<file path="config.mk">
export PLATFORM = sky130hd
export DESIGN_NAME = txfifo_req_gen
export DESIGN_NICKNAME = d
export VERILOG_FILES = /design/src/rtl/txq_pkg.sv /design/src/rtl/txq_fifo.sv /design/src/rtl/txq_cfg.sv /design/src/rtl/txq_req.sv /design/src/rtl/txfifo_req_gen.sv
export SDC_FILE = /design/constraint.sdc
export NUM_CORES = 1
export LEC_CHECK = 0
export BUFFER_PORTS_ARGS = -buffer_cell sky130_fd_sc_hd__clkbuf_2
export CAP_MARGIN = 40
export CORE_ASPECT_RATIO = 1.25
export CORE_UTILIZATION = 46
export DETAILED_ROUTE_END_ITERATION = 7
export HOLD_SLACK_MARGIN = 0.1
export PLACE_DENSITY = 0.78
export SETUP_SLACK_MARGIN = 0.3
export SYNTH_ARGS = -nofsm -noshare
export SYNTH_HDL_FRONTEND = slang
export SYNTH_HIERARCHICAL = 1
export SYNTH_SLANG_ARGS = --single-unit
</file>
<file path="constraint.sdc">
create_clock -name clk -period 3.2 [get_ports clk]
set_input_delay 0.96 -clock clk [delete_from_list [all_inputs] [get_ports clk]]
set_output_delay 0.96 -clock clk [all_outputs]
set_load 0.03 [all_outputs]
</file>
<file path="src/rtl/txq_pkg.sv">
package txq_pkg;
  localparam int CFG_BITS = 5;

  // Packed MSB first: alt_en is bit 4, thr_empty is bit 0.
  typedef struct packed {
    logic alt_en;     // alternate request line in request mode
    logic wreq_en;    // wait/request line in request mode
    logic ext_rd;     // allow configuration read-back
    logic alt_fast;   // alternate line releases without hold
    logic thr_empty;  // 1: fire on completely empty, 0: on free entry slot
  } txq_cfg_t;
endpackage

</file>
<file path="src/rtl/txq_fifo.sv">
module txq_fifo #(
  parameter int DATA_W = 8,
  parameter int DEPTH  = 4,
  parameter int CNT_W  = $clog2(DEPTH + 1)
) (
  input  logic              clk,
  input  logic              clr,
  input  logic              push,
  input  logic [DATA_W-1:0] push_data,
  input  logic              pop,
  output logic [DATA_W-1:0] pop_data,
  output logic [CNT_W-1:0]  count,
  output logic              ovf
);
  localparam int AW = (DEPTH > 1) ? $clog2(DEPTH) : 1;

  logic [DATA_W-1:0] mem [DEPTH];
  logic [AW-1:0]     wr_ptr, rd_ptr;
  logic              wr_ok, rd_ok, is_full;

  function automatic logic [AW-1:0] bump(input logic [AW-1:0] p);
    return (p == AW'(DEPTH - 1)) ? '0 : p + 1'b1;
  endfunction

  assign is_full = (count == CNT_W'(DEPTH));
  assign wr_ok   = push && !is_full;
  assign rd_ok   = pop && (count != '0);

  // Storage without reset so it can map onto block RAM.
  always_ff @(posedge clk) begin
    if (wr_ok) mem[wr_ptr] <= push_data;
  end

  always_ff @(posedge clk) begin
    if (clr)        pop_data <= '0;
    else if (rd_ok) pop_data <= mem[rd_ptr];
  end

  always_ff @(posedge clk) begin
    if (clr) begin
      wr_ptr <= '0;
      rd_ptr <= '0;
      count  <= '0;
      ovf    <= 1'b0;
    end else begin
      if (wr_ok) wr_ptr <= bump(wr_ptr);
      if (rd_ok) rd_ptr <= bump(rd_ptr);
      case ({wr_ok, rd_ok})
        2'b10:   count <= count + 1'b1;
        2'b01:   count <= count - 1'b1;
        default: count <= count;
      endcase
      if (push && is_full) ovf <= 1'b1;
    end
  end

  assert_count_bound_R2: assert property (@(posedge clk) disable iff (clr)
    count <= CNT_W'(DEPTH));
  assert_ovf_sticky_R3: assert property (@(posedge clk) disable iff (clr)
    ovf |=> ovf);
  assert_full_push_dropped_R3: assert property (@(posedge clk) disable iff (clr)
    (is_full && push && !pop) |=> (is_full && ovf));
  assert_empty_pop_R4: assert property (@(posedge clk) disable iff (clr)
    (count == '0 && pop && !push) |=> ($stable(pop_data) && count == '0));
endmodule

</file>
<file path="src/rtl/txq_cfg.sv">
module txq_cfg
  import txq_pkg::*;
(
  input  logic                clk,
  input  logic                clr,
  input  logic                we,
  input  logic [CFG_BITS-1:0] wdata,
  output txq_cfg_t            cfg_q
);
  always_ff @(posedge clk) begin
    if (clr)     cfg_q <= '0;
    else if (we) cfg_q <= txq_cfg_t'(wdata);
  end

  assert_cfg_hold_R10: assert property (@(posedge clk) disable iff (clr)
    !we |=> $stable(cfg_q));
endmodule

</file>
<file path="src/rtl/txq_req.sv">
module txq_req
  import txq_pkg::*;
#(
  parameter int DEPTH     = 4,
  parameter int CNT_W     = $clog2(DEPTH + 1),
  parameter int REL_DELAY = 4
) (
  input  logic             clk,
  input  logic             clr,
  input  txq_cfg_t         cfg,
  input  logic [CNT_W-1:0] count,
  output logic             irq,
  output logic             wreq,
  output logic             alt
);
  logic cond, alt_tgt;

  assign cond    = cfg.thr_empty ? (count == '0) : (count < CNT_W'(DEPTH));
  assign alt_tgt = cfg.alt_en && cond;

  always_ff @(posedge clk) begin
    if (clr) begin
      irq  <= 1'b0;
      wreq <= 1'b0;
    end else begin
      irq  <= cond;
      wreq <= cfg.wreq_en && cond;
    end
  end

  generate
    if (REL_DELAY > 0) begin : g_hold
      localparam int HW = $clog2(REL_DELAY + 1);
      logic [HW-1:0] hold_cnt;

      always_ff @(posedge clk) begin
        if (clr) begin
          alt      <= 1'b0;
          hold_cnt <= '0;
        end else if (alt_tgt) begin
          alt      <= 1'b1;
          hold_cnt <= '0;
        end else if (cfg.alt_fast || !alt) begin
          alt      <= 1'b0;
          hold_cnt <= '0;
        end else if (hold_cnt == HW'(REL_DELAY)) begin
          alt      <= 1'b0;
          hold_cnt <= '0;
        end else begin
          hold_cnt <= hold_cnt + 1'b1;
        end
      end

      assert_hold_bound_R8: assert property (@(posedge clk) disable iff (clr)
        hold_cnt <= HW'(REL_DELAY));
    end else begin : g_direct
      always_ff @(posedge clk) begin
        if (clr) alt <= 1'b0;
        else     alt <= alt_tgt;
      end
    end
  endgenerate

  assert_wreq_under_irq_R7: assert property (@(posedge clk) disable iff (clr)
    wreq |-> irq);
  assert_fast_release_R9: assert property (@(posedge clk) disable iff (clr)
    (cfg.alt_fast && !alt_tgt) |=> !alt);
endmodule

</file>
<file path="src/rtl/txfifo_req_gen.sv">
module txfifo_req_gen
  import txq_pkg::*;
#(
  parameter int DATA_W     = 8,
  parameter int DEPTH      = 4,
  parameter int REL_DELAY  = 4,
  parameter int RADDR_W    = 4,
  parameter int STAT_RADDR = 0,
  parameter int CFG_RADDR  = 14
) (
  input  logic               clk,
  input  logic               rst,
  input  logic               chan_rst,
  input  logic               push_valid,
  input  logic [DATA_W-1:0]  push_data,
  input  logic               pop_req,
  output logic [DATA_W-1:0]  pop_data,
  input  logic               cfg_we,
  input  logic [DATA_W-1:0]  cfg_wdata,
  input  logic [RADDR_W-1:0] rd_addr,
  output logic [DATA_W-1:0]  rd_data,
  output logic               irq,
  output logic               wreq,
  output logic               alt_req
);
  localparam int CNT_W = $clog2(DEPTH + 1);

  logic             clr;
  logic [CNT_W-1:0] count;
  logic             ovf;
  txq_cfg_t         cfg;
  logic [DATA_W-1:0] status_w, cfg_w;
  logic             unused_cfg_hi;

  assign clr           = rst || chan_rst;
  assign unused_cfg_hi = ^cfg_wdata[DATA_W-1:CFG_BITS];

  txq_fifo #(.DATA_W(DATA_W), .DEPTH(DEPTH), .CNT_W(CNT_W)) u_fifo (
    .clk(clk), .clr(clr), .push(push_valid), .push_data(push_data),
    .pop(pop_req), .pop_data(pop_data), .count(count), .ovf(ovf)
  );

  txq_cfg u_cfg (
    .clk(clk), .clr(clr), .we(cfg_we), .wdata(cfg_wdata[CFG_BITS-1:0]),
    .cfg_q(cfg)
  );

  txq_req #(.DEPTH(DEPTH), .CNT_W(CNT_W), .REL_DELAY(REL_DELAY)) u_req (
    .clk(clk), .clr(clr), .cfg(cfg), .count(count),
    .irq(irq), .wreq(wreq), .alt(alt_req)
  );

  always_comb begin
    status_w             = '0;
    status_w[DATA_W-1]   = ovf;
    status_w[DATA_W-2]   = (count == CNT_W'(DEPTH));
    status_w[DATA_W-3]   = (count == '0);
    status_w[CNT_W-1:0]  = count;
    cfg_w                = '0;
    cfg_w[CFG_BITS-1:0]  = cfg;
  end

  always_ff @(posedge clk) begin
    if (clr)
      rd_data <= '0;
    else if (rd_addr == RADDR_W'(STAT_RADDR))
      rd_data <= status_w;
    else if (rd_addr == RADDR_W'(CFG_RADDR))
      rd_data <= cfg.ext_rd ? cfg_w : status_w;
    else
      rd_data <= '0;
  end

  assert_reserved_zero_R10: assert property (@(posedge clk) disable iff (clr)
    (rd_addr == RADDR_W'(CFG_RADDR) && cfg.ext_rd) |=> (rd_data[DATA_W-1:CFG_BITS] == '0));
  assert_other_addr_zero_R11: assert property (@(posedge clk) disable iff (clr)
    (rd_addr != RADDR_W'(CFG_RADDR) && rd_addr != RADDR_W'(STAT_RADDR)) |=> (rd_data == '0));
endmodule

</file>
=== Word level (Yosys, flattened, before mapping) ===
Memory sizes are Yosys's and may differ from the RTL's. A register that Yosys moved wholly into a read port is not among the register bits.
Index checks and enable logic that the tools add are counted.

* Multiplexer cells: 12
* Bitwise gates (word level): 2
* Add/subtract/negate cells: 5
* Reductions and logical operators: 16
* Eq/ne operators: 7
* $lt $le $gt $ge: 1

{| class="wikitable"
|+ Operator list
! operator !! number
|-
| 2-to-1 mux 8 bit || 3
|-
| OR reduction 4 bit || 2
|-
| adder 3 x 1 -> 3 bit (second input constant) || 2
|-
| equality test 2 bit (second input constant) || 3
|-
| equality test 3 bit (second input constant) || 2
|-
| 2-to-1 mux 1 bit || 6
|-
| case mux 3 bit (2 select lines) || 1
|-
| nonzero test 3 bit || 2
|-
| logical AND 1 bit || 5
|-
| adder 2 x 1 -> 2 bit (second input constant) || 2
|-
| equality test 4 bit (second input constant) || 1
|-
| logical NOT 4 bit || 1
|-
| 2-to-1 mux 2 bit || 2
|-
| logical NOT 3 bit || 1
|-
| less-than comparator 3 bit (second input constant) || 1
|-
| subtractor 3 x 1 -> 3 bit (second input constant) || 1
|-
| equality test 2 x 1 -> 1 bit (second input constant) || 1
|-
| logical NOT 1 bit || 2
|-
| logical OR 1 bit || 2
|-
| inverter 1 bit || 2
|-
| nonzero test 2 bit || 1
|}

* Bits in writable memories: 32
* Register bits after elaboration: 27
* Output and inout bits: 19
* Input port bits: 26
* Memories: 1

{| class="wikitable"
|+ Memories
! memory !! words !! width !! read ports !! clocked after Yosys merged registers in !! write ports !! line !! text
|-
| u_fifo.mem || 4 || 8 || 1 || 1 || 1 || txq_fifo.sv:17 || <nowiki>logic [DATA_W-1:0] mem [DEPTH];</nowiki>
|}

=== Longest topological paths before layout ===
Gate-level depths: netlist of the first run.

* Depth in word-level cells: 5
* Mapped depth: 9
* Mapped depth without buffers: 8

=== Cells and area by module ===
Netlist of the first run, hierarchy kept.

{| class="wikitable"
|+ Modules (own cells, without submodules)
! module !! sequential area each (µm²) !! area an instance (µm²) !! cells each !! times used
|-
| txq_fifo || 1281.2 || 1908.1 || 131 || 1
|-
| txfifo_req_gen || 160.2 || 309.0 || 29 || 1
|-
| txq_req || 120.1 || 249.0 || 24 || 1
|-
| txq_cfg || 100.1 || 180.2 || 16 || 1
|}

=== Worst setup path after synthesis of the first run ===
Ideal clock, no wire load.

* Path type: input to register
* Start point: in push_valid
* End point: reg u_fifo.count[2]
* Setup time: 70 ps
* Data required time: 3130 ps
* Setup slack: 685 ps
* Arrival time: 2445 ps
* Stages: 8
* Cell sequence: clkbuf_1 nand2_1 ha_1 inv_1 fa_1 xor2_1 or3_2 a21oi_1

* Word-level cells in the longest chain between the ends: 3
* Elaborated cells between the ends (all ways): 5
* Classes of those cells: eq/ne (2); mux (1); reduce/logical (2)

{| class="wikitable"
|+ RTL lines
! what !! line !! text
|-
| start: declaration || txfifo_req_gen.sv:14 || <nowiki>input logic push_valid,</nowiki>
|-
| logical AND 1 bit * || txq_fifo.sv:26 || <nowiki>assign wr_ok = push && !is_full;</nowiki>
|-
| equality test 2 x 1 -> 1 bit / equality test 2 bit (equally long branches) || txq_fifo.sv:48 || <nowiki>case ({wr_ok, rd_ok})</nowiki>
|-
| case mux 3 bit (2 select lines) / nonzero test 2 bit (equally long branches) || -- ||
|-
| end signal: assignment || txq_fifo.sv:49 || <nowiki>2'b10: count <= count + 1'b1;</nowiki>
|-
| end signal: assignment || txq_fifo.sv:50 || <nowiki>2'b01: count <= count - 1'b1;</nowiki>
|-
| end signal: assignment || txq_fifo.sv:51 || <nowiki>default: count <= count;</nowiki>
|-
| end: declaration || txq_fifo.sv:12 || <nowiki>output logic [CNT_W-1:0] count,</nowiki>
|}

Mark *: on every way between the ends. The rest lies on a longest branch, timed or not.
A chain may end at the register's enable or synchronous reset.

=== Final worst setup path of the first run ===
* Start point: reg u_fifo.count[2]
* End point: reg u_fifo.count[2]

* Word-level cells in the longest chain between the ends: 5
* Elaborated cells between the ends (all ways): 11
* Classes of those cells: add/sub (2); eq/ne (3); mux (1); reduce/logical (5)

{| class="wikitable"
|+ RTL lines
! what !! line !! text
|-
| equality test 3 bit || txq_fifo.sv:25 || <nowiki>assign is_full = (count == CNT_W'(DEPTH));</nowiki>
|-
| logical NOT 1 bit || txq_fifo.sv:26 ||
|-
| logical AND 1 bit || txq_fifo.sv:26 ||
|-
| equality test 2 x 1 -> 1 bit / equality test 2 bit (equally long branches) || txq_fifo.sv:48 ||
|-
| case mux 3 bit (2 select lines) / nonzero test 2 bit (equally long branches) || -- ||
|}

Parallel ways exist; a longest one is shown, timed or not.

==> results.md, run 1 <==
- Status: complete, no violations
- Reg-to-Reg Start: u_fifo/count[2]
- Avg Cell Area, Syn: 13.2 sq um
- Power consumption: 1.82 mW
- Met1 usage: 17.7%
- HP Class: reg2reg
- Tcrit/Tclk final: 79.4%
- RSZ-0062 raised after global routing: false
- Drc violations: 0
- H-tree depth: 3
- M2 GR Usage: 26.9%
- Final ANT Viol Nets: 0
- Die height: 86.8 um
- Clock-pin slew on the worst setup and hold paths: 0.06 ns
- Max Slew Vio Count: 0
- CTS root buf: clkbuf_8
- Commonest non-fill, non-tap cell in the layout: clkbuf_2
- CTS tree: done
- Hold Fails Final Rpt: 0
- Launch point of the worst path: u_fifo/count[2]
- Post-route minimum period: 2.54 ns
- CORE AREA: 5480 sq um
- Layout Skew: 0.00797 ns
- Synthesized flop and latch total: 67
- Commonest non-fill, non-tap cells in the layout: 41 x clkbuf_2, 35 x dfxtp_1, 32 x edfxtp_1
- Clock Path Buffers: 2
- Final setup viols: 0
- Drt initial violations: 81
- Post-DR wirelength/cell: 13.6 um
- Pwr per Cell Area: 581 nW/um^2
- Num Clock Sinks: 67
- Worst slew margin: 56.6%
- Critical Path Source Type: flop
- Dpl hpwl: 2960 um
- Syn Std Cell Area: 2650 sq um
- Via density: 5.15
- IO Pins: 45
- R2R Path End: u_fifo/count[2]
- Fill cell count: 446
- Asr flop ratio synth: 0%
- Critical path endpoint: u_fifo/count[2]
- Cells after synthesis: 200
- Pre-Repair DR Iteration Count: 4
- Leak pwr: 1.18 nW
- GPL Wtd Cong: 0.686
- Initial antenna violation count: 0
- Overall die area: 6060 sq um
- Met3 usage: 3.26%
- N_diodes: 0
- Yosys warning count: 6
- Vias in the first global route: 1600
- Clk_lat worst skew: 0.32 ns
- Final net count: 281
- CTS-repair resized insts: 0
- Pin count of the biggest net entering global routing: 26
- CP Class: reg2reg
- Share of cells above drive strength 1: 31.9%
- Setup TNS Final: 0 ns
- CTS Hold Bufs: 0
- VDD IR max: 388 uV
- Site Rows: 30
- Crit end category: flop
- First-pass GRT wire length: 7110 um
- Distinct cells, synth: 38
- Layout overhead on the synthesized area: 18.3%
- EDFF count, synth: 32
- Syn nets: 235
- Routed WL: 4270 um
- Crit Path Max Fanout: 10
- Num CTS Buffers: 9
- Post-synth top flop: dfxtp_1
- Post-synthesis sequential area ratio: 62.8%
- I/O Buffers: 41
- GRT overflow: 0
- Post-CTS setup buffers: 0
- Total Routing Usage GR: 15.5%
- Most Used Layer, Global Route: met2
- Critical Path RT: 3.45 ns
- Vias post-DR: 1623
- Fmax: 0.394 GHz
- Arrival time worst endpoint: 2.79 ns
- Die W: 69.8 um
- FF-to-FF setup slack: 0.66 ns
- Initial Utilization: 48.3%
- Max_cap viols: 0
- Tightest Pin Transition: 0.651 ns
- R2R cell count: 8
-- state kept, by name, indices dropped and copies added (netlist names) --
signal and count:
u_req/g_hold.hold_cnt 3, u_req/wreq 1, u_fifo/count 3, rd_data 8, u_req/alt 1, u_fifo/rd_ptr 2
u_fifo/pop_data 8, u_cfg/cfg_q 5, u_fifo/wr_ptr 2, u_fifo/mem 32, u_fifo/ovf 1, u_req/irq 1
-- layout make-up --
cell class | instances | area, sq um | area share (%)
clock inverters | 6 | 105 | 3.36
flip-flops and latches | 67 | 1660 | 53.1
inverters | 12 | 45.0 | 1.44
multi-input cells | 113 | 892 | 28.5
repair buffers | 43 | 220 | 7.03
well taps | 64 | 80.1 | 2.56
clock buffers | 10 | 128 | 4.08
-- kinds of logic (layout without fill, tap and decap cells) --
family                   Yosys count  count (layout)  share of synthesized area (%)
flip-flops                        67              67                           62.8
AND/OR/NAND/NOR                   60              60                           11.1
AO/OA/AOI/OAI                     26              26                           7.61
buffers and inverters             20              71                           3.50
multiplexers                      15              15                           9.46
adder cells (fa/ha/maj)            9               9                           4.54
XOR/XNOR                           3               3                          0.993
-- report_power, final --
group          internal, mW  switching, mW  total [mW]
combinational        0.0394         0.0537      0.0931
clock                 0.513          0.288       0.801
sequential            0.916         0.0111       0.927
-- metrics by stage --
stage / cells / utilization, % / hold slack [ns] / setup WS, ns / area, sq um
after floorplan: 200 / - / 0.408 / 0.685 / 2650
after global placement: 298 / 52.8 / 0.423 / 0.500 / 2890
after detailed placement: 299 / 52.9 / 0.427 / 0.592 / 2900
after CTS: 315 / 57.1 / 0.437 / 0.636 / 3130
after global routing: 315 / 57.1 / 0.446 / 0.495 / 3130
final: 315 / 57.1 / 0.436 / 0.660 / 3130
-- Yosys cell counts, types with 4 or more instances --
cell | instances | area share, %
ha_1 | 8 | 3.8
clkbuf_1 | 4 | 0.57
a21oi_1 | 13 | 2.5
mux2i_1 | 7 | 2.6
mux4_2 | 8 | 6.8
edfxtp_1 | 32 | 36
and3_2 | 5 | 1.4
nor2_1 | 16 | 2.3
dfxtp_1 | 35 | 26
inv_1 | 11 | 1.6
nand2_1 | 22 | 3.1
-- worst min-delay path by stage --
stage,slack (ns),startpoint,endpoint,cells past startpoint
2_1_floorplan,0.41,u_fifo/ovf,rd_data[7],2
3_3_place_gp,0.42,u_fifo/ovf,rd_data[7],2
3_5_place_dp,0.43,u_fifo/ovf,rd_data[7],2
4_1_cts,0.44,u_fifo/ovf,rd_data[7],2
5_1_grt,0.45,u_fifo/ovf,rd_data[7],2
6_report,0.44,u_fifo/ovf,rd_data[7],2
-- layer usage --
layer  vias up  part of all wire, %
met2        46                   53
met3         5                  4.4
met5         -                    0
met1       765                   41
met4         0                 0.87
li1        807                    -
-- critical path, stage by stage (launching register included) --
cell,delay (ns)
dfxtp_1,0.53
or3b_1,0.52
nand2_1,0.12
ha_1,0.18
inv_1,0.06
fa_1,0.37
xor2_1,0.15
or3_2,0.40
a21oi_1,0.14
Power figures use the tool's default switching activity.
==> run 2, diff against run 1 <==
--- a/config.mk
+++ b/config.mk
@@ -5,13 +5,14 @@
 export SDC_FILE = /design/constraint.sdc
 export NUM_CORES = 1
 export LEC_CHECK = 0
+export ABC_AREA = 1
 export BUFFER_PORTS_ARGS = -buffer_cell sky130_fd_sc_hd__clkbuf_2
 export CAP_MARGIN = 40
 export CORE_ASPECT_RATIO = 1.25
 export CORE_UTILIZATION = 46
 export DETAILED_ROUTE_END_ITERATION = 7
 export HOLD_SLACK_MARGIN = 0.1
-export PLACE_DENSITY = 0.78
+export PLACE_DENSITY = 0.8
 export SETUP_SLACK_MARGIN = 0.3
 export SYNTH_ARGS = -nofsm -noshare
 export SYNTH_HDL_FRONTEND = slang
==> constraint.sdc (replaced) <==
create_clock -name clk -period 2.3 [get_ports clk]
set_input_delay 0.69 -clock clk [delete_from_list [all_inputs] [get_ports clk]]
set_output_delay 0.69 -clock clk [all_outputs]
set_load 0.03 [all_outputs]
==> results.md, run 2 <==
- Status: complete, no violations
- Max_cap viols: 0 (unchanged)
- Dpl hpwl: 3540 um (+19%)
- Share of the synthesized area in the top cell type: 31.9% (-4.4 points)
- Cells after synthesis: 359 (+80%)
- Avg Cell Area, Syn: 8.40 sq um (-37%)
- Post-route minimum period: 1.93 ns (-0.609 ns)
- Clk_lat worst skew: 0.34 ns (+0.02 ns)
- Drt initial violations: 78 (-3.7%)
- Total Routing Usage GR: 17.4% (+1.9 points)
- Synth cell count leaders: 94 x nand2_1, 70 x inv_1, 49 x nor2_1, 35 x dfxtp_1, 32 x edfxtp_1
- Critical Path Source Type: flop
- P_int: 1.96 mW (+33%)
- Distinct cells, synth: 28 (-26%)
- Logic pwr share: 8.4% (+3.3 points)
- Tightest Pin Transition: 0.721 ns (+0.0701 ns)
- H-tree depth: 3 (unchanged)
- CP Class: reg2reg
- Synth area leader: edfxtp_1
- Post-DR wirelength/cell: 10.3 um (-24%)
- Most Used Layer, Global Route: met2
- CTS tree: done
- Syn Std Cell Area: 3010 sq um (+14%)
- N_diodes: 0 (unchanged)
- Clock Path Buffers: 2 (unchanged)
- Final ANT Viol Nets: 0 (unchanged)
- Clock-pin slew on the worst setup and hold paths: 0.07 ns (about the same)
- I/O Buffers: 41 (unchanged)
- Post-synth top flop: dfxtp_1
- Die W: 74.4 um (+6.5%)
- EDFF count, synth: 32 (unchanged)
- Most frequent cell after synthesis: nand2_1
- Initial Utilization: 48.3% (about the same)
- Clock power frac: 40.2% (-3.8 points)
- Layout Skew: 0.00626 ns (-0.00171 ns)
- CTS Hold Bufs: 0 (unchanged)
- Asr flop ratio synth: 0% (unchanged)
- Pre-Repair DR Iteration Count: 4 (unchanged)
- RSZ-0062 raised after global routing: false
- Share of cells above drive strength 1: 20.3% (-12 points)
- Synthesized flop and latch total: 67 (unchanged)
- Critical Path RT: 2.54 ns (-0.91 ns)
- Hold Fails Final Rpt: 0 (unchanged)
- Final net count: 449 (+60%)
- Post-synthesis adder-cell area fraction: 3.99% (-0.55 points)
- Synth Area in XOR/XNOR: 0.291% (-0.70 points)
- Switch share: 22.8% (+3.4 points)
- Largest regs: u_fifo/mem x32, rd_data x8, u_fifo/pop_data x8
- Initial antenna violation count: 0 (unchanged)
- Largest family of logic cells by synthesized area: simple AND/OR/NAND/NOR gates
- Commonest non-fill, non-tap cell in the layout: nand2_1
- Site Rows: 32 (+6.7%)
- Fmax: 0.518 GHz (+32%)
- Max Slew Vio Count: 0 (unchanged)
- Vias in the first global route: 2132 (+33%)
- Number of flip-flops in the largest register: 32 (unchanged)
- Util after Layout: 56.9% (-0.23 points)
- Crit Path Max Fanout: 5 (-5)
- Worst slew margin: 51.9% (-4.7 points)
- Power consumption: 2.54 mW (+39%)
- Tcrit/Tclk final: 84.0% (+4.6 points)
- HP Class: reg2reg
- Top reg by flops: u_fifo/mem
- Drc violations: 0 (unchanged)
- Via density: 4.46 (-13%)
- VDD IR max: 432 uV (+11%)
- Post-synthesis mux area share: 0% (-9.5 points)
- CORE AREA: 6250 sq um (+14%)
- Top cells by area, synth: edfxtp_1 32%, dfxtp_1 23%, nand2_1 12%, inv_1 8.7%, nor2_1 6.1%
- IO Pins: 45 (unchanged)
- Overall die area: 6880 sq um (+14%)
- NetSw: 579 uW (+64%)
- Die height: 92.5 um (+6.6%)
- Final setup viols: 0 (unchanged)
- Num Clock Sinks: 67 (unchanged)
- Arrival time worst endpoint: 2.17 ns (-0.62 ns)
- CTS root buf: clkbuf_8
- Met1 usage: 19.0% (+1.3 points)
- Leak pwr: 1.71 nW (+45%)
- First-pass GRT wire length: 8850 um (+24%)
- Power share of the sequential group: 51.4% (+0.5 points)
- M2 GR Usage: 29.1% (+2.2 points)
- Crit end category: flop
- Layout overhead on the synthesized area: 17.9%
- Post-synthesis sequential area ratio: 55.1% (-7.7 points)
- GRT overflow: 0 (unchanged)
- Syn nets: 394 (+68%)
- Met3 usage: 5.01% (+1.7 points)
- GPL Wtd Cong: 0.774 (+13%)
- Routed WL: 5180 um (+21%)
- Simple-gate area share of the yosys netlist: 26.6% (+15 points)
- Vias post-DR: 2247 (+38%)
- Pin count of the biggest net entering global routing: 21 (-19%)
- Yosys warning count: 6 (unchanged)
- Pwr per Cell Area: 713 nW/um^2 (+23%)
- Post-synthesis compound-gate area fraction: 2.41% (-5.2 points)
- Num CTS Buffers: 9 (unchanged)
- Commonest non-fill, non-tap cells in the layout: 94 x nand2_1, 70 x inv_1, 49 x nor2_1
- Setup TNS Final: 0 ns (unchanged)
-- run 2: layout make-up --
type,count,area [sq um]
Fill cell,553,2690
Clock buffer,13,170
Timing Repair Buffer,51,280
Multi-Input combinational cell,209,1000
Sequential cell,67,1660
Clock inverter,3,43.8
Inverter,76,288
Tap cell,85,106
-- run 2: cells by family (layout without fill, tap and decap cells) --
family                   count (synthesis)  count (layout)
adder cells (fa/ha/maj)                  9               9
XOR/XNOR                                 1               1
AO/OA/AOI/OAI                           13              13
AND/OR/NAND/NOR                        186             186
flip-flops                              67              67
buffers and inverters                   83             143
-- run 2: worst paths after layout --
kind / cells past startpoint / slack [ns] / from / end
min: 2 / 0.46 / u_cfg/cfg_q[3] / rd_data[3]
max reg2reg: 13 / 0.37 / u_fifo/count[0] / u_fifo/count[2]
max: 13 / 0.37 / u_fifo/count[0] / u_fifo/count[2]
min reg2reg: 2 / 0.46 / u_cfg/cfg_q[3] / rd_data[3]
-- run 2: power groups by stage --
stage / sequential (mW) / combinational [mW] / clock (mW)
3_3_place_gp: 1.33 / 0.197 / 0
5_1_grt: 1.31 / 0.247 / 1.09
3_5_place_dp: 1.33 / 0.205 / 0
2_1_floorplan: 1.34 / 0.137 / 0
4_1_cts: 1.30 / 0.206 / 1.04
6_report: 1.30 / 0.213 / 1.02
-- run 2: per-layer routing --
metal | vias to the layer above | part of all wire (%) | routed length (um)
met5 | - | 0 | 0
met4 | 0 | 2.8 | 144
met3 | 11 | 6.5 | 338
met2 | 56 | 50 | 2580
met1 | 979 | 41 | 2120
li1 | 1201 | - | -
-- run 2: timing repair --
action	4_1_cts	5_1_grt
setup buffers	0	5
endpoints found under the setup margin	0	1
resized for setup	0	2
-- run 2: critical path, stage by stage (launching register included) --
cell and delay, ns:
dfxtp_1 0.43, inv_2 0.10, nand3_4 0.10, nand2_4 0.05, inv_1 0.09, ha_1 0.20, inv_1 0.09, fa_1 0.41
inv_1 0.08, nand2_1 0.06, nand3_1 0.09, nand2_1 0.05, nand2_1 0.05, nor2_1 0.04
-- run 2: through the flow --
stage | instance area [sq um] | hold WS (ns) | std cells | worst slack [ns]
final | 3550 | 0.458 | 504 | 0.369
after global routing | 3550 | 0.484 | 504 | 0.218
after detailed placement | 3300 | 0.439 | 483 | 0.266
after global placement | 3300 | 0.430 | 483 | 0.309
after floorplan | 3010 | 0.417 | 359 | 0.489
after CTS | 3510 | 0.455 | 499 | 0.383
==> run 3, diff against run 2 <==
--- a/config.mk
+++ b/config.mk
@@ -5,14 +5,14 @@
 export SDC_FILE = /design/constraint.sdc
 export NUM_CORES = 1
 export LEC_CHECK = 0
-export ABC_AREA = 1
+export ABC_AREA = 0
 export BUFFER_PORTS_ARGS = -buffer_cell sky130_fd_sc_hd__clkbuf_2
 export CAP_MARGIN = 40
 export CORE_ASPECT_RATIO = 1.25
 export CORE_UTILIZATION = 46
 export DETAILED_ROUTE_END_ITERATION = 7
 export HOLD_SLACK_MARGIN = 0.1
-export PLACE_DENSITY = 0.8
+export PLACE_DENSITY = 0.81
 export SETUP_SLACK_MARGIN = 0.3
 export SYNTH_ARGS = -nofsm -noshare
 export SYNTH_HDL_FRONTEND = slang
==> constraint.sdc (replaced) <==
create_clock -name clk -period 1.75 [get_ports clk]
set_input_delay 0.525 -clock clk [delete_from_list [all_inputs] [get_ports clk]]
set_output_delay 0.525 -clock clk [all_outputs]
set_load 0.03 [all_outputs]
==> results.md, run 3 (same netlist as run 1, synthesis figures left out) <==
- Status: complete, but fails checks
- Failing checks: negative setup slack
- Drc violations: 0 (unchanged)
- Dpl hpwl: 3120 um (-12%)
- HP Class: in2reg
- N_diodes: 0 (unchanged)
- Crit end category: flop
- Critical path endpoint: u_fifo/count[2]
- H-tree depth: 3 (unchanged)
- CTS tree: done
- Pin count of the biggest net entering global routing: 22 (+4.8%)
- Pre-Repair DR Iteration Count: 4 (unchanged)
- Tcrit/Tclk final: 114% (+30 points)
- Worst slew margin: 68.7% (+17 points)
- IO Pins: 45 (unchanged)
- First-pass GRT wire length: 7680 um (-13%)
- CTS Hold Bufs: 0 (unchanged)
- Vias post-DR: 1751 (-22%)
- GPL Wtd Cong: 0.721 (-6.9%)
- Vias in the first global route: 1611 (-24%)
- Num CTS Buffers: 9 (unchanged)
- Max_cap viols: 0 (unchanged)
- Post-DR wirelength/cell: 15.1 um (+47%)
- RSZ-0062 raised after global routing: true
- CTS root buf: clkbuf_8
- Die W: 69.8 um (-6.1%)
- Worst slack, placed: -0.283 ns (-0.550 ns)
- Non-filler cells, final: 329 (-35%)
- Final ANT Viol Nets: 0 (unchanged)
- Post-route setup slack: -0.238 ns (-0.607 ns)
- Pwr per Cell Area: 979 nW/um^2 (+37%)
- Placed Cells: 306 (-37%)
- Commonest non-fill, non-tap cells in the layout: 34 x clkbuf_2, 32 x dfxtp_1, 32 x edfxtp_1
- Critical Path RT: 2.04 ns (-0.50 ns)
- Setup TNS Final: -0.409 ns (-0.409 ns)
- Max Slew Vio Count: 0 (unchanged)
- Arrival time worst endpoint: 2.28 ns (+0.11 ns)
- Layout Skew: 0.00981 ns (+0.00355 ns)
- CP Class: reg2reg
- Fmax: 0.503 GHz (-2.9%)
- Clock-pin slew on the worst setup and hold paths: 0.08 ns (about the same)
- Site Rows: 30 (-6.3%)
- FF-to-FF setup slack: -0.24 ns (-0.61 ns)
- Layout overhead on the synthesized area: 24.8%
- Total Routing Usage GR: 17.6% (+0.26 points)
- Clk_lat worst skew: 0.35 ns (about the same)
- Number of flip-flops in the largest register: 32 (unchanged)
- R2R Path End: u_fifo/count[2]
- Final net count: 295 (-34%)
- Largest regs: u_fifo/mem x32, rd_data x8, u_fifo/pop_data x8
- Critical Path Source Type: flop
- Hold Fails Final Rpt: 0 (unchanged)
- Power consumption: 3.23 mW (+28%)
- VDD IR max: 686 uV (+59%)
- Share of cells above drive strength 1: 40.0% (+20 points)
- Fill cell count: 429 (-22%)
- Initial antenna violation count: 0 (unchanged)
- WHS: 0.385 ns (-0.0728 ns)
- Die height: 86.8 um (-6.2%)
- Clock Path Buffers: 2 (unchanged)
- Via density: 5.32 (+19%)
- Routed WL: 4960 um (-4.2%)
- Leak pwr: 1.25 nW (-27%)
- Num Clock Sinks: 67 (unchanged)
- R2R cell count: 8 (-5)
- Commonest non-fill, non-tap cell in the layout: clkbuf_2
- Final setup viols: 2 (+2)
- CORE AREA: 5480 sq um (-12%)
- Crit Path Max Fanout: 2 (-3)
- I/O Buffers: 41 (unchanged)
- GRT overflow: 0 (unchanged)
- Post-route minimum period: 1.99 ns (+0.0570 ns)
- Reg-to-Reg Start: u_fifo/count[2]
- Drt initial violations: 78 (unchanged)
- Initial Utilization: 48.3% (about the same)
- Overall die area: 6060 sq um (-12%)
- Top reg by flops: u_fifo/mem
- Tightest Pin Transition: 0.469 ns (-0.252 ns)
- Launch point of the worst path: u_fifo/count[2]
-- run 3: timing repair --
action / in CTS / in global routing
buffers inserted: 0 / 7
endpoints found under the setup margin: 46 / 11
pin swaps: 5 / 4
cloned: 0 / 0
resized for setup: 11 / 14
-- run 3: worst max-delay path: stages, from the launching register on --
cell and delay, ns:
dfxtp_4 0.35, or3b_4 0.40, nand2_4 0.07, ha_4 0.12, inv_2 0.03, fa_2 0.32, xor2_1 0.16, or3_4 0.33
a21oi_2 0.13
-- run 3: area by class of cell --
type                            count  area, sq um  share of cell area [%]
Sequential cell                    67         1670                    50.6
Multi-Input combinational cell    113          948                    28.7
Timing Repair Buffer               57          352                    10.6
Clock buffer                        9          124                    3.75
Clock inverter                      7         82.6                    2.50
Tap cell                           64         80.1                    2.43
Inverter                           12         45.0                    1.36
-- run 3: power breakdown --
part	total (mW)	leakage [nW]	switching, mW	internal, mW
clock	1.33	0.0988	0.651	0.681
sequential	1.69	0.579	0.0163	1.67
combinational	0.214	0.572	0.118	0.0962
-- run 3: layer usage --
layer	track usage [%]	vias up	routed length, um
met4	12.0	0	107
met1	19.8	844	2030
li1	-	834	-
met3	4.88	12	241
met2	29.3	61	2580
met5	0	-	0
-- run 3: stage by stage --
stage | cell area, sq um | util (%)
2_1_floorplan | 2680 | -
3_3_place_gp | 2980 | 54.4
3_5_place_dp | 2980 | 54.4
4_1_cts | 3230 | 58.9
5_1_grt | 3300 | 60.3
6_report | 3300 | 60.3
-- run 3: worst min-delay path by stage --
stage	endpoint	startpoint	slack (ns)	cells after the start
after floorplan	rd_data[7]	u_fifo/ovf	0.41	2
after global placement	rd_data[7]	u_fifo/ovf	0.42	2
after detailed placement	rd_data[7]	u_fifo/ovf	0.42	2
after CTS	u_fifo/mem[3][5]	push_data[5]	0.37	1
after global routing	u_fifo/mem[3][5]	push_data[5]	0.38	1
final	u_fifo/mem[3][5]	push_data[5]	0.39	1
